File: src/rtl/ppu_timebase_pkg.sv
package ppu_timebase_pkg;

  // Dot position after a step, with the carry into the next line folded in.
  function automatic int unsigned step_dot(int unsigned dot, int unsigned step,
                                           int unsigned line_len);
    int unsigned sum;
    sum = dot + step;
    return (sum >= line_len) ? sum - line_len : sum;
  endfunction

  // True when a step leaves the current line.
  function automatic bit step_crosses(int unsigned dot, int unsigned step,
                                      int unsigned line_len);
    return (dot + step) >= line_len;
  endfunction

  // Internal line index after leaving the given line.
  function automatic int unsigned next_line(int unsigned line, int unsigned frame_len);
    return (line == frame_len - 1) ? 0 : line + 1;
  endfunction

  // Map a reported start line (-1 meaning pre-render) to the internal index.
  function automatic int unsigned line_index(int reported, int unsigned frame_len);
    return (reported < 0) ? frame_len - 1 : int'(reported);
  endfunction

endpackage

File: src/rtl/dot_stepper.sv
module dot_stepper #(
  parameter int unsigned LINE_LEN  = 341,
  parameter int unsigned STEP      = 3,
  parameter int unsigned START_DOT = 0,
  parameter int unsigned DW        = 9
) (
  input  logic          clk,
  input  logic          rst,
  input  logic          adv,
  output logic [DW-1:0] dot,
  output logic          carry
);
  import ppu_timebase_pkg::*;

  localparam int unsigned SW = DW + 1;

  logic [DW-1:0] dot_nxt;

  always_comb begin
    carry   = adv && step_crosses(int'(dot), STEP, LINE_LEN);
    dot_nxt = DW'(step_dot(int'(dot), STEP, LINE_LEN));
  end

  always_ff @(posedge clk) begin
    if (rst)      dot <= DW'(START_DOT);
    else if (adv) dot <= dot_nxt;
  end

  // in-line step adds STEP
  a_r3_inline_step: assert property (@(posedge clk) disable iff (rst)
    (adv && !carry) |=> ({1'b0, dot} == {1'b0, $past(dot)} + SW'(STEP)));

  // crossing step keeps the leftover dots
  a_r4_carry_dot: assert property (@(posedge clk) disable iff (rst)
    carry |=> ({1'b0, dot} + SW'(LINE_LEN) == {1'b0, $past(dot)} + SW'(STEP)));

  // no tick, dot holds
  a_r2_dot_hold: assert property (@(posedge clk) disable iff (rst)
    !adv |=> $stable(dot));

  // dot stays inside the line
  a_r7_dot_range: assert property (@(posedge clk) disable iff (rst)
    dot < DW'(LINE_LEN));

endmodule

File: src/rtl/line_stepper.sv
module line_stepper #(
  parameter int unsigned FRAME_LEN  = 262,
  parameter int unsigned START_LINE = 241,
  parameter int unsigned LW         = 9
) (
  input  logic          clk,
  input  logic          rst,
  input  logic          adv,
  output logic [LW-1:0] line,
  output logic          frame_wrap
);
  import ppu_timebase_pkg::*;

  localparam logic [LW-1:0] LAST = LW'(FRAME_LEN - 1);

  logic [LW-1:0] line_nxt;

  always_comb begin
    frame_wrap = adv && (line == LAST);
    line_nxt   = LW'(next_line(int'(line), FRAME_LEN));
  end

  always_ff @(posedge clk) begin
    if (rst)      line <= LW'(START_LINE);
    else if (adv) line <= line_nxt;
  end

  // line advances by one inside the frame
  a_r4_line_adv: assert property (@(posedge clk) disable iff (rst)
    (adv && line != LAST) |=> (line == $past(line) + LW'(1)));

  // leaving the last line returns to zero
  a_r6_frame_wrap: assert property (@(posedge clk) disable iff (rst)
    frame_wrap |=> (line == '0));

  // no carry, line holds
  a_r2_line_hold: assert property (@(posedge clk) disable iff (rst)
    !adv |=> $stable(line));

endmodule

File: src/rtl/line_report.sv
module line_report #(
  parameter int unsigned FRAME_LEN = 262,
  parameter int unsigned LW        = 9,
  parameter int unsigned OW        = 10
) (
  input  logic [LW-1:0] line,
  output logic [OW-1:0] reported
);
  localparam logic [LW-1:0] PRE = LW'(FRAME_LEN - 1);

  always_comb begin
    if (line == PRE) reported = '1;
    else             reported = OW'(line);
  end

endmodule

File: src/rtl/ppu_timebase.sv
module ppu_timebase #(
  parameter int unsigned LINE_LEN  = 341,
  parameter int unsigned FRAME_LEN = 262,
  parameter int unsigned STEP      = 3,
  parameter int unsigned START_DOT = 0,
  parameter int          START_LINE = 241,
  localparam int unsigned DW = $clog2(LINE_LEN),
  localparam int unsigned LW = $clog2(FRAME_LEN),
  localparam int unsigned OW = LW + 1
) (
  input  logic          clk,
  input  logic          rst,
  input  logic          cpu_tick,
  output logic [DW-1:0] dot_count,
  output logic [OW-1:0] scanline
);
  import ppu_timebase_pkg::*;

  localparam int unsigned START_IDX = line_index(START_LINE, FRAME_LEN);

  logic          line_carry;
  logic          frame_wrap;
  logic [LW-1:0] line_idx;

  dot_stepper #(
    .LINE_LEN(LINE_LEN), .STEP(STEP), .START_DOT(START_DOT), .DW(DW)
  ) u_dot (
    .clk(clk), .rst(rst), .adv(cpu_tick), .dot(dot_count), .carry(line_carry)
  );

  line_stepper #(
    .FRAME_LEN(FRAME_LEN), .START_LINE(START_IDX), .LW(LW)
  ) u_line (
    .clk(clk), .rst(rst), .adv(line_carry), .line(line_idx), .frame_wrap(frame_wrap)
  );

  line_report #(
    .FRAME_LEN(FRAME_LEN), .LW(LW), .OW(OW)
  ) u_rep (
    .line(line_idx), .reported(scanline)
  );

  // pre-render line shows as -1
  a_r5_pre_neg: assert property (@(posedge clk) disable iff (rst)
    (line_idx == LW'(FRAME_LEN - 1)) |-> (scanline == '1));

  // reported line in -1..FRAME_LEN-2
  a_r7_line_range: assert property (@(posedge clk) disable iff (rst)
    (scanline == '1) || ($signed(scanline) >= 0 && scanline < OW'(FRAME_LEN - 1)));

  // wrap only ever lands on line 0 from -1
  a_r6_from_pre: assert property (@(posedge clk) disable iff (rst)
    frame_wrap |-> (scanline == '1));

  // reset wins over tick
  a_r8_reset_prio: assert property (@(posedge clk)
    rst |=> (dot_count == DW'(START_DOT)));

endmodule

File: config.mk
export PLATFORM = sky130hd
export DESIGN_NAME = ppu_timebase
export DESIGN_NICKNAME = d
export VERILOG_FILES = /design/src/rtl/ppu_timebase_pkg.sv /design/src/rtl/dot_stepper.sv /design/src/rtl/line_stepper.sv /design/src/rtl/line_report.sv /design/src/rtl/ppu_timebase.sv
export SDC_FILE = /design/constraint.sdc
export NUM_CORES = 1
export LEC_CHECK = 0
export ABC_CLOCK_PERIOD_IN_PS = 6600
export CAP_MARGIN = 25
export CORE_UTILIZATION = 55
export DETAILED_ROUTE_END_ITERATION = 10
export DONT_BUFFER_PORTS = 1
export GPL_ROUTABILITY_DRIVEN = 0
export PLACE_DENSITY = 0.7
export SLEW_MARGIN = 40
export SYNTH_ARGS = -nofsm -noshare
export SYNTH_HDL_FRONTEND = slang
export SYNTH_SLANG_ARGS = --single-unit
File: constraint.sdc
create_clock -name clk -period 6.6 [get_ports clk]
set_clock_uncertainty 0.2 [all_clocks]
set_input_delay 0.33 -clock clk [delete_from_list [all_inputs] [get_ports clk]]
set_output_delay 0.33 -clock clk [all_outputs]
set_load 0.005 [all_outputs]
==> impl_metrics.json <==
{
  "path_max_fanout": 11,
  "synth_seq_cells": 18,
  "fill_cells": 232,
  "root_buffer": "clkbuf_4",
  "slew_headroom": 0.6283,
  "outcome": "completed",
  "antenna_cells": 0,
  "timing.final.crit_share": 0.4855,
  "syn-num-nets": 212,
  "rows": 18,
  "crit_start": "u_dot.dot[0]",
  "clock_latency_ns": 0.29,
  "synth-xor-area-share": 0.05663,
  "grt_start_max_net_pins": 18,
  "h-tree-depth": 1,
  "cp_slowest_cell": "dfxtp_1",
  "power.leakage_nw": 0.5598,
  "antenna_found_initial": 0,
  "worstPathCellList": "inv_1 > ha_1 > nand2b_1 > o21ai_0 > a22oi_4 > o21a_4 > o21ai_2 > nor3_1 > or3b_1",
  "worstPathRequired_ns": 6.58,
  "cpLargestDelayFamily": "compound AO/OA/AOI/OAI gates",
  "port_buffers": 0,
  "dieArea_mm2": 0.003028,
  "muxShareOfSynthArea": 0.04773,
  "cp-start-kind": "flop",
  "tns_ns": 0,
  "core_mm2": 0.002567,
  "clock_path_buffers": 2,
  "fp.dieW_um": 55.03,
  "first_pass_iters": 4,
  "syn-instance-count": 204,
  "io_pins": 22,
  "critPathBufInv": 1,
  "drv_cap": 0,
  "pwr-share-seq": 0.532,
  "yosys.area_share.adder": 0.04045,
  "rsz0062_at_grt": "false",
  "dp_hpwl_um": 2528,
  "gr-total-overflow": 0,
  "synth_area_mm2": 0.001546,
  "p_int_uw": 159.7,
  "ys_dominant_reg_cell": "dfxtp_1",
  "drt_iter0_drc": 40,
  "setup_violations": 0,
  "clockPowerShare": 0.302,
  "slew_violations": 0,
  "drt-vias-per-instance": 6.336,
  "synth_area_leader_cell": "dfxtp_1",
  "wire_per_inst_um": 15.87,
  "tightest_slew_ns": 0.5558,
  "start_util": 0.6023,
  "powerDensity_mw_per_mm2": 142.7,
  "drc": 0,
  "tritoncts": "built",
  "crit_type": "flop to flop",
  "yosysUniqueCellTypes": 53,
  "drive_gt1_frac": 0.08673,
  "power_uw": 224.6,
  "crit_path_end_kind": "flop",
  "irDropWorstVdd_uv": 149.5,
  "post_cts_buffers": 0,
  "cpPeakStageDelay_ns": 0.57,
  "fmax_mhz": 312.1,
  "cts_buffers": 3,
  "dp_slack_ns": 3.425,
  "final_hold_viol_count": 0,
  "cts_resized": 0,
  "sw_frac_of_total": 0.2893,
  "synth_area_leaders": "dfxtp_1 (23%), nor2_1 (5.6%), ha_1 (4.0%)",
  "pwr-share-comb": 0.165,
  "holdCritPathClass": "input pin to flop",
  "fin_nets": 205,
  "cts_hold_repair.buffers": 2,
  "cp_data_arrival_time_ns": 3.19,
  "syn_avg_cell_area_um2": 7.581,
  "routed_wl_um": 3586,
  "die_h_um": 55.03,
  "min_from": "cpu_tick",
  "finalCriticalPeriod_ns": 3.204,
  "async_reset_ff_frac": 0,
  "synth-simple-area-share": 0.3309,
  "grt_use_total": 0.2538,
  "cts_num_sinks": 18,
  "clk_pin_slew_ns": 0.10,
  "area_growth_pct": 1.780,
  "seq_area_um2": 360.3,
  "multi_input_area_mm2": 0.001090,
  "r2r-start": "u_dot.dot[0]",
  "grt_pass1_wl_um": 5506,
  "yosys.area.top_type_share": 0.2330,
  "synth-edff-count": 0,
  "ant_nets": 0,
  "synth_top_family_by_area": "simple AND/OR/NAND/NOR gates",
  "p_sw_uw": 64.98,
  "ys_seq_area_frac": 0.2330,
  "yosysWarnings": 0,
  "fin_ws_ns": 3.396,
  "synth_compound_area_frac": 0.2290,
  "vias": 1432,
  "grt_pass1_vias": 1171
}
-- state kept, by name (all words and copies together), names as in the netlist --
register	flops
u_line.line	9
u_dot.dot	9
-- cells by family (layout without fill, tap and decap cells) --
| kind of cell | count (synthesis) | in the layout |
|---|---|---|
| muxes | 7 | 7 |
| buffers and inverters | 22 | 14 |
| DFF | 18 | 18 |
| adders and majority gates | 5 | 5 |
| xor gates and xnor gates | 10 | 10 |
| AOI/OAI and AO/OA | 49 | 49 |
| and+or+nand+nor | 93 | 93 |
-- layout by cell type (no fill, tap or decap), drive strengths merged, types with 2 or more instances in the layout --
cell          n
a21o          2
a21oi         9
a22oi         2
clkbuf        4
dfxtp        18
dlygate4sd3   2
ha            5
inv           8
mux2          3
mux2i         4
nand2        16
nand2b        8
nand3        10
nand3b        4
nand4         2
nor2         23
nor2b         5
nor3          7
nor3b         2
o211ai        4
o21a          5
o21ai        15
o31ai         4
or2           2
or3           4
or3b          2
xnor2         7
xor2          3
-- layout make-up --
type	count	share of cell area
sequential	18	0.2289
inverter	8	0.01908
multi-input combinational	164	0.6924
clock buffer	4	0.02305
timing repair buffer	2	0.01272
tap	30	0.02385
-- per-layer routing --
metal  part of all wire  track usage
met1               0.49       0.3638
met2               0.46       0.3896
met3              0.055      0.06557
met4                  0      0.02917
met5                  0            0
-- cell usage after synthesis, types with 2 or more instances --
master     n
nand2_1   16
ha_1       5
mux2_2     3
or3b_1     2
buf_2      5
o211ai_1   4
o21ai_2    2
xor2_1     3
mux2i_1    4
dfxtp_1   18
clkbuf_1   7
o31ai_1    4
a21o_1     2
nand3b_1   4
xnor2_1    7
nor2_1    23
nand2b_1   8
o21a_1     4
or2_2      2
inv_1      8
a21oi_1    9
nor3_1     7
or3_1      3
nor3b_1    2
nand3_1   10
nor2b_1    5
o21ai_0   11
-- power by group through the flow --
stage	combinational (mW)	clock, mW	sequential (mW)
floorplan	0.0338	0	0.117
global placement	0.0325	0	0.122
detailed placement	0.0337	0	0.122
CTS	0.0363	0.0707	0.119
global route	0.0405	0.0739	0.120
finish	0.0371	0.0679	0.120
-- path summary, 6_finish.rpt --
path | endpoint | slack [ns] | depth (start not counted)
worst max-delay path | u_line.line[4] | 3.40 | 9
worst min-delay path | u_dot.dot[8] | 0.01 | 2
worst max register to register | u_line.line[4] | 3.40 | 9
worst min register to register | u_line.line[1] | 0.31 | 2
-- stage by stage --
stage / hold WS (ns) / instance area (µm²) / utilization / cells
floorplan: 0.2573 / 1546 / - / 204
global placement: 0.2028 / 1518 / 0.5911 / 220
detailed placement: 0.2074 / 1518 / 0.5911 / 220
CTS: 0.001589 / 1574 / 0.6131 / 226
global route: 0.002553 / 1574 / 0.6131 / 226
finish: 0.01316 / 1574 / 0.6131 / 226
No activity file was read; power rests on OpenSTA's default activity.
